**src/rtl/bsel_pkg.sv**
```systemverilog
// Shared constants and types for the band-select timing sequencer.
// Assumes: a single clock domain; all users import this package.
package bsel_pkg;
    localparam int SEL_W      = 2;   // width of the prescale select field
    localparam int BAND_W     = 3;   // eight bands
    localparam int WIN_CLOCKS = 5;   // band-select clocks per window

    typedef enum logic {
        PH_IDLE   = 1'b0,
        PH_SELECT = 1'b1
    } phase_e;
endpackage

```
**src/rtl/bsel_prescaler.sv**
```systemverilog
// Divides the detector-rate tick by 2^div_sel to make band-select clock ticks.
// Assumes: pfd_tick is a one-cycle strobe; restart and reset clear the count,
// so each group of ticks is counted from the last restart.
module bsel_prescaler #(
    parameter int SEL_W = 2
) (
    input  logic             clk,
    input  logic             rst_n,
    input  logic             pfd_tick,
    input  logic             restart,
    input  logic [SEL_W-1:0] div_sel,
    output logic             bs_tick
);
    localparam int CNT_W = (1 << SEL_W) - 1;

    logic [CNT_W-1:0] tick_cnt;
    logic [CNT_W-1:0] grp_mask;

    // Low-order mask: the first div_sel bits set.
    always_comb begin
        for (int i = 0; i < CNT_W; i++) begin
            grp_mask[i] = (i < int'(div_sel));
        end
    end

    // Band-select tick on the last detector tick of each group.
    assign bs_tick = pfd_tick && !restart && ((tick_cnt & grp_mask) == grp_mask);

    // Count detector ticks, cleared by reset or restart.
    always_ff @(posedge clk) begin
        if (!rst_n || restart) begin
            tick_cnt <= '0;
        end else if (pfd_tick) begin
            tick_cnt <= tick_cnt + 1'b1;
        end
    end

    AST_TICK_NEEDS_PFD: assert property (@(posedge clk) disable iff (!rst_n)
        bs_tick |-> pfd_tick);
    AST_DIV1_PASSES: assert property (@(posedge clk) disable iff (!rst_n)
        (div_sel == '0 && pfd_tick && !restart) |-> bs_tick);
endmodule

```
**src/rtl/bsel_window.sv**
```systemverilog
// Holds the isolation window open for a fixed number of band-select clocks,
// then drops it and raises a one-cycle completion pulse.
// Assumes: reset starts the power-up window; restart has priority over ticks.
module bsel_window
    import bsel_pkg::*;
#(
    parameter int WIN_CLOCKS = 5
) (
    input  logic clk,
    input  logic rst_n,
    input  logic restart,
    input  logic bs_tick,
    output logic isolate,
    output logic finish,
    output logic done
);
    localparam int WC_W = (WIN_CLOCKS > 1) ? $clog2(WIN_CLOCKS) : 1;
    localparam logic [WC_W-1:0] LAST = WC_W'(WIN_CLOCKS - 1);

    phase_e          phase;
    logic [WC_W-1:0] win_cnt;

    // Last band-select clock of a window that is not being restarted.
    assign finish  = (phase == PH_SELECT) && bs_tick && !restart && (win_cnt == LAST);
    assign isolate = (phase == PH_SELECT);

    // Window phase, clock count and completion pulse.
    always_ff @(posedge clk) begin
        if (!rst_n || restart) begin
            phase   <= PH_SELECT;
            win_cnt <= '0;
            done    <= 1'b0;
        end else begin
            done <= 1'b0;
            if (finish) begin
                phase   <= PH_IDLE;
                win_cnt <= '0;
                done    <= 1'b1;
            end else if (phase == PH_SELECT && bs_tick) begin
                win_cnt <= win_cnt + 1'b1;
            end
        end
    end

    AST_RESTART_CLEARS: assert property (@(posedge clk) disable iff (!rst_n)
        restart |=> (isolate && win_cnt == '0));
    AST_CNT_BOUND: assert property (@(posedge clk) disable iff (!rst_n)
        win_cnt <= LAST);
    AST_DONE_SINGLE: assert property (@(posedge clk) disable iff (!rst_n)
        done |=> !done);
    AST_DONE_AT_RELEASE: assert property (@(posedge clk) disable iff (!rst_n)
        done |-> (!isolate && $past(isolate)));
    AST_IDLE_STAYS: assert property (@(posedge clk) disable iff (!rst_n)
        (!isolate && !restart) |=> !isolate);
endmodule

```
**src/rtl/bsel_band_track.sv**
```systemverilog
// Placeholder band result: advances by one per completed window, wrapping.
// Assumes: finish is high for one cycle at the end of each completed window.
module bsel_band_track #(
    parameter int BAND_W = 3
) (
    input  logic              clk,
    input  logic              rst_n,
    input  logic              finish,
    output logic [BAND_W-1:0] band_code
);
    // Step the band result when a window completes.
    always_ff @(posedge clk) begin
        if (!rst_n) begin
            band_code <= '0;
        end else if (finish) begin
            band_code <= band_code + 1'b1;
        end
    end
endmodule

```
**src/rtl/band_select_sequencer.sv**
```systemverilog
// Top of the band-select timing sequencer: prescaler, window, band tracker.
// Assumes: pfd_tick and nlatch_wr are one-cycle strobes in the clk domain.
module band_select_sequencer
    import bsel_pkg::*;
#(
    parameter int SEL_W_P      = SEL_W,
    parameter int BAND_W_P     = BAND_W,
    parameter int WIN_CLOCKS_P = WIN_CLOCKS
) (
    input  logic                clk,
    input  logic                rst_n,
    input  logic                pfd_tick,
    input  logic [SEL_W_P-1:0]  div_sel,
    input  logic                nlatch_wr,
    output logic                tune_isolate,
    output logic                sel_done,
    output logic [BAND_W_P-1:0] band_code
);
    logic bs_tick;
    logic win_finish;

    bsel_prescaler #(.SEL_W(SEL_W_P)) u_presc (
        .clk      (clk),
        .rst_n    (rst_n),
        .pfd_tick (pfd_tick),
        .restart  (nlatch_wr),
        .div_sel  (div_sel),
        .bs_tick  (bs_tick)
    );

    bsel_window #(.WIN_CLOCKS(WIN_CLOCKS_P)) u_window (
        .clk     (clk),
        .rst_n   (rst_n),
        .restart (nlatch_wr),
        .bs_tick (bs_tick),
        .isolate (tune_isolate),
        .finish  (win_finish),
        .done    (sel_done)
    );

    bsel_band_track #(.BAND_W(BAND_W_P)) u_band (
        .clk       (clk),
        .rst_n     (rst_n),
        .finish    (win_finish),
        .band_code (band_code)
    );

    AST_BAND_STEP: assert property (@(posedge clk) disable iff (!rst_n)
        sel_done |-> (band_code == $past(band_code) + BAND_W_P'(1)));
    AST_BAND_HOLD: assert property (@(posedge clk) disable iff (!rst_n)
        !sel_done |-> $stable(band_code));
endmodule

```
**config.mk**
```make
export PLATFORM = sky130hd
export DESIGN_NAME = band_select_sequencer
export DESIGN_NICKNAME = d
export VERILOG_FILES = /design/src/rtl/bsel_pkg.sv /design/src/rtl/bsel_prescaler.sv /design/src/rtl/bsel_window.sv /design/src/rtl/bsel_band_track.sv /design/src/rtl/band_select_sequencer.sv
export SDC_FILE = /design/constraint.sdc
export NUM_CORES = 1
export LEC_CHECK = 0
export ABC_CLOCK_PERIOD_IN_PS = 3500
export BUFFER_PORTS_ARGS = -buffer_cell sky130_fd_sc_hd__buf_2
export CAP_MARGIN = 20
export CORE_AREA = 2 2 39 41
export CTS_BUF_LIST = sky130_fd_sc_hd__clkbuf_8
export DETAILED_ROUTE_END_ITERATION = 10
export DIE_AREA = 0 0 41 43
export PLACE_DENSITY = 0.65
export SYNTH_ARGS = -nofsm -noshare
export SYNTH_HDL_FRONTEND = slang
export SYNTH_HIERARCHICAL = 1
export SYNTH_SLANG_ARGS = --single-unit
```
**constraint.sdc**
```tcl
create_clock -name clk -period 3.5 [get_ports clk]
set_input_delay 0.35 -clock clk [delete_from_list [all_inputs] [get_ports clk]]
set_output_delay 0.35 -clock clk [all_outputs]
set_load 0.05 [all_outputs]
```
==> run metrics <==
first-pass GRT wire length ~1300 um; crit-path max cell delay 0.35 ns; Post-CTS Hold Buffers 0; number of global-route vias before repair 346; PwrDens 428.0 mW/mm^2; CP Buf/Inv Count 0; R2R depth 6; Hold Vio Cnt, Final 0; Clock Sink Count 11; Final Non-Filler Cells 86; RSZ-0062 raised after global routing no; Core Util, Final 44.85%; commonest non-fill, non-tap cell in the layout dfxtp_1; Placed Area 574.3 um^2; setup TNS 0 ns; Slew @ Worst Pin 0.3573 ns; Rel. slew slack between 70% and 80%; largest family of logic cells by synthesized area simple AND/OR/NAND/NOR gates; Clk pin slew, worst setup/hold paths around 0.050 ns; Required @ worst endpoint 3.63 ns; maximum fanout along the worst path 5; P_leak 0.2867 nW; adder-cell area share of the yosys netlist 9.926%; Yosys top cell by area dfxtp_1; Worst-Skew Late Latency around 0.24 ns; Worst path slowest cell dfxtp_1; Synthesis Warnings 6; routed vias 394; Clock Tree Buf Depth 2; DRT iter0 DRCs 3; Yosys top cell area share between 40% and 50%; layout cells sized above 1 24.29%; Crit. End Element flop; largest cells by area after synthesis dfxtp_1 (44%), ha_1 (9.9%), mux2i_1 (6.0%), nand2_1 (5.2%), xor2_1 (5.2%); Area Overhead vs Synth 23.08%; Synth Register Bits 11; CTS root buffer clkbuf_8; fin. max-slew vios 0; startpoint types flop; Routed WL just under 800 um; mux cell area share after synthesis 5.955%; Post-DP HPWL 607.8 um; final setup violation count 0; Tmin final ~1.6 ns; Tightest Hold Check Type in -> reg; number of max-cap violations 0; worst-path cell chain o21ai_0 > a21oi_1 > nand4_1 > nor2_1 > mux2i_1 > nor2b_1; EDFF count, synth 0; Die X slightly above 40 um; complex-gate fraction of the synthesized area 3.970%; Final Instance Area about 620 um^2; RR Endpoint u_band/band_code[1]$_SDFFE_PN0P_; met1 track demand over resource 12.94%; fmax 612.6 MHz; status completed; Vias/cell 4.581; total grt overflow 0; total CTS buffers 3; row count 14; post-synthesis sequential area ratio 43.67%; Hold Slack approximately 0.40 ns; met3 usage roughly a tenth; placed insts 82; busiest grt layer met2; Simple-Gate Fraction of Synth Area 25.56%; Main synth FF type dfxtp_1; PnR Total Power roughly 270 uW; Critical Path AT 1.76 ns; count of different cell masters after synthesis 19; nets 81; initial antenna violation count 0; Die H 43 um; Mapped Nets 66; maximum vdd drop 0.0003477 V; most frequent cells in the layout dfxtp_1 (11), buf_2 (10), nand2_1 (7), nor2_1 (6), ha_1 (4); WS Path Type reg -> reg; FFs w/ async S/R, synth 0%; Post-CTS Repair Setup Buffers 0; DR pass1 iterations 3; largest net degree at the start of global routing 8; CTS tree yes; Die ar. 0.001763 mm^2; hold depth 2; clock skew 0.003637 ns; CTS resizes 0; Synth Area per Inst 9.004 um^2; Port Buffers 10; H-Tree Depth 1; worst slack at placement around 1.6 ns; Syn Inst Count 56; Synth Area in XOR/XNOR 8.685%; cell family with most CP delay simple AND/OR/NAND/NOR gates; # IOs 11; met2 Use GR between 15 and 20%; final setup margin ~1.9 ns; reg-to-reg slack, setup 1.87 ns; DRC 0; Post-DRT Antenna Nets 0; Hold Crit Start rst_n; Final Cycle Share 46.64%; worst r2r src u_presc/tick_cnt[1]$_SDFFE_PP0P_; Syn Std Cell Area roughly 500 um^2; core area 0.001384 mm^2; Wirelength per Cell about 9.0 um; hold endpoint u_band/band_code[0]$_SDFFE_PN0P_; # diodes 0; gpl congestion 0.7337; Initial Util between 30% and 40%; total track usage 11.87%
## power by group
part	internal, mW	switching (mW)	total (mW)
Clock	0.0781	0.0473	0.125
Sequential	0.126	0.000900	0.127
Combinational	0.00634	0.00660	0.0129
Total	0.211	0.0548	0.266
## kinds of logic after synthesis
| group | after synthesis |
|---|---|
| buffers and inverters | 3 |
| adders and majority gates | 4 |
| AOI/OAI and AO/OA | 4 |
| DFF | 11 |
| xor gates and xnor gates | 5 |
| and+or+nand+nor | 26 |
| muxes | 3 |
## routing by layer
layer	vias to the layer above	routed length, um
met5	-	0
met3	0	58
li1	207	-
met2	9	394
met4	0	0
met1	178	321
## state kept, by name, indices dropped and copies added (netlist names)
signal	flops
u_window/done	1
u_window/win_cnt	3
u_presc/tick_cnt	3
u_window/isolate	1
u_band/band_code	3
## synth_stat cells (2+ instances only)
library cell	instances
nand3_1	3
inv_1	3
nor2b_1	3
dfxtp_1	11
mux2i_1	3
ha_1	4
nand2_1	7
nand2b_1	2
a21oi_1	2
xor2_1	3
xnor2_1	2
nor2_1	6
## worst register-to-register path, delay by kind of cell (launching register included)
family             cells  cell delay (ns)
and+or+nand+nor        3             0.55
AOI/OAI and AO/OA      2             0.42
muxes                  1             0.21
DFF                    1             0.35
## cell type report
cell class,count,area (um^2)
fillers,138,763.2
multi-input cells,42,272.8
flip-flops and latches,11,220.2
clock buffers,3,41.29
clock inverters,1,5.005
well taps,16,20.02
repair buffers,10,50.05
inverters,3,11.26
## worst max path at each step
stage / start / endpoint / slack, ns / cells past startpoint
floorplan: pfd_tick / u_band/band_code[1]$_SDFFE_PN0P_ / 1.94 / 7
CTS: u_presc/tick_cnt[1]$_SDFFE_PP0P_ / u_band/band_code[1]$_SDFFE_PN0P_ / 1.86 / 6
finish: u_presc/tick_cnt[1]$_SDFFE_PP0P_ / u_band/band_code[1]$_SDFFE_PN0P_ / 1.87 / 6
global placement: pfd_tick / u_band/band_code[1]$_SDFFE_PN0P_ / 1.66 / 8
global route: u_presc/tick_cnt[1]$_SDFFE_PP0P_ / u_band/band_code[0]$_SDFFE_PN0P_ / 1.72 / 6
detailed placement: pfd_tick / u_band/band_code[1]$_SDFFE_PN0P_ / 1.64 / 8
(Power assumes the default switching activity.)
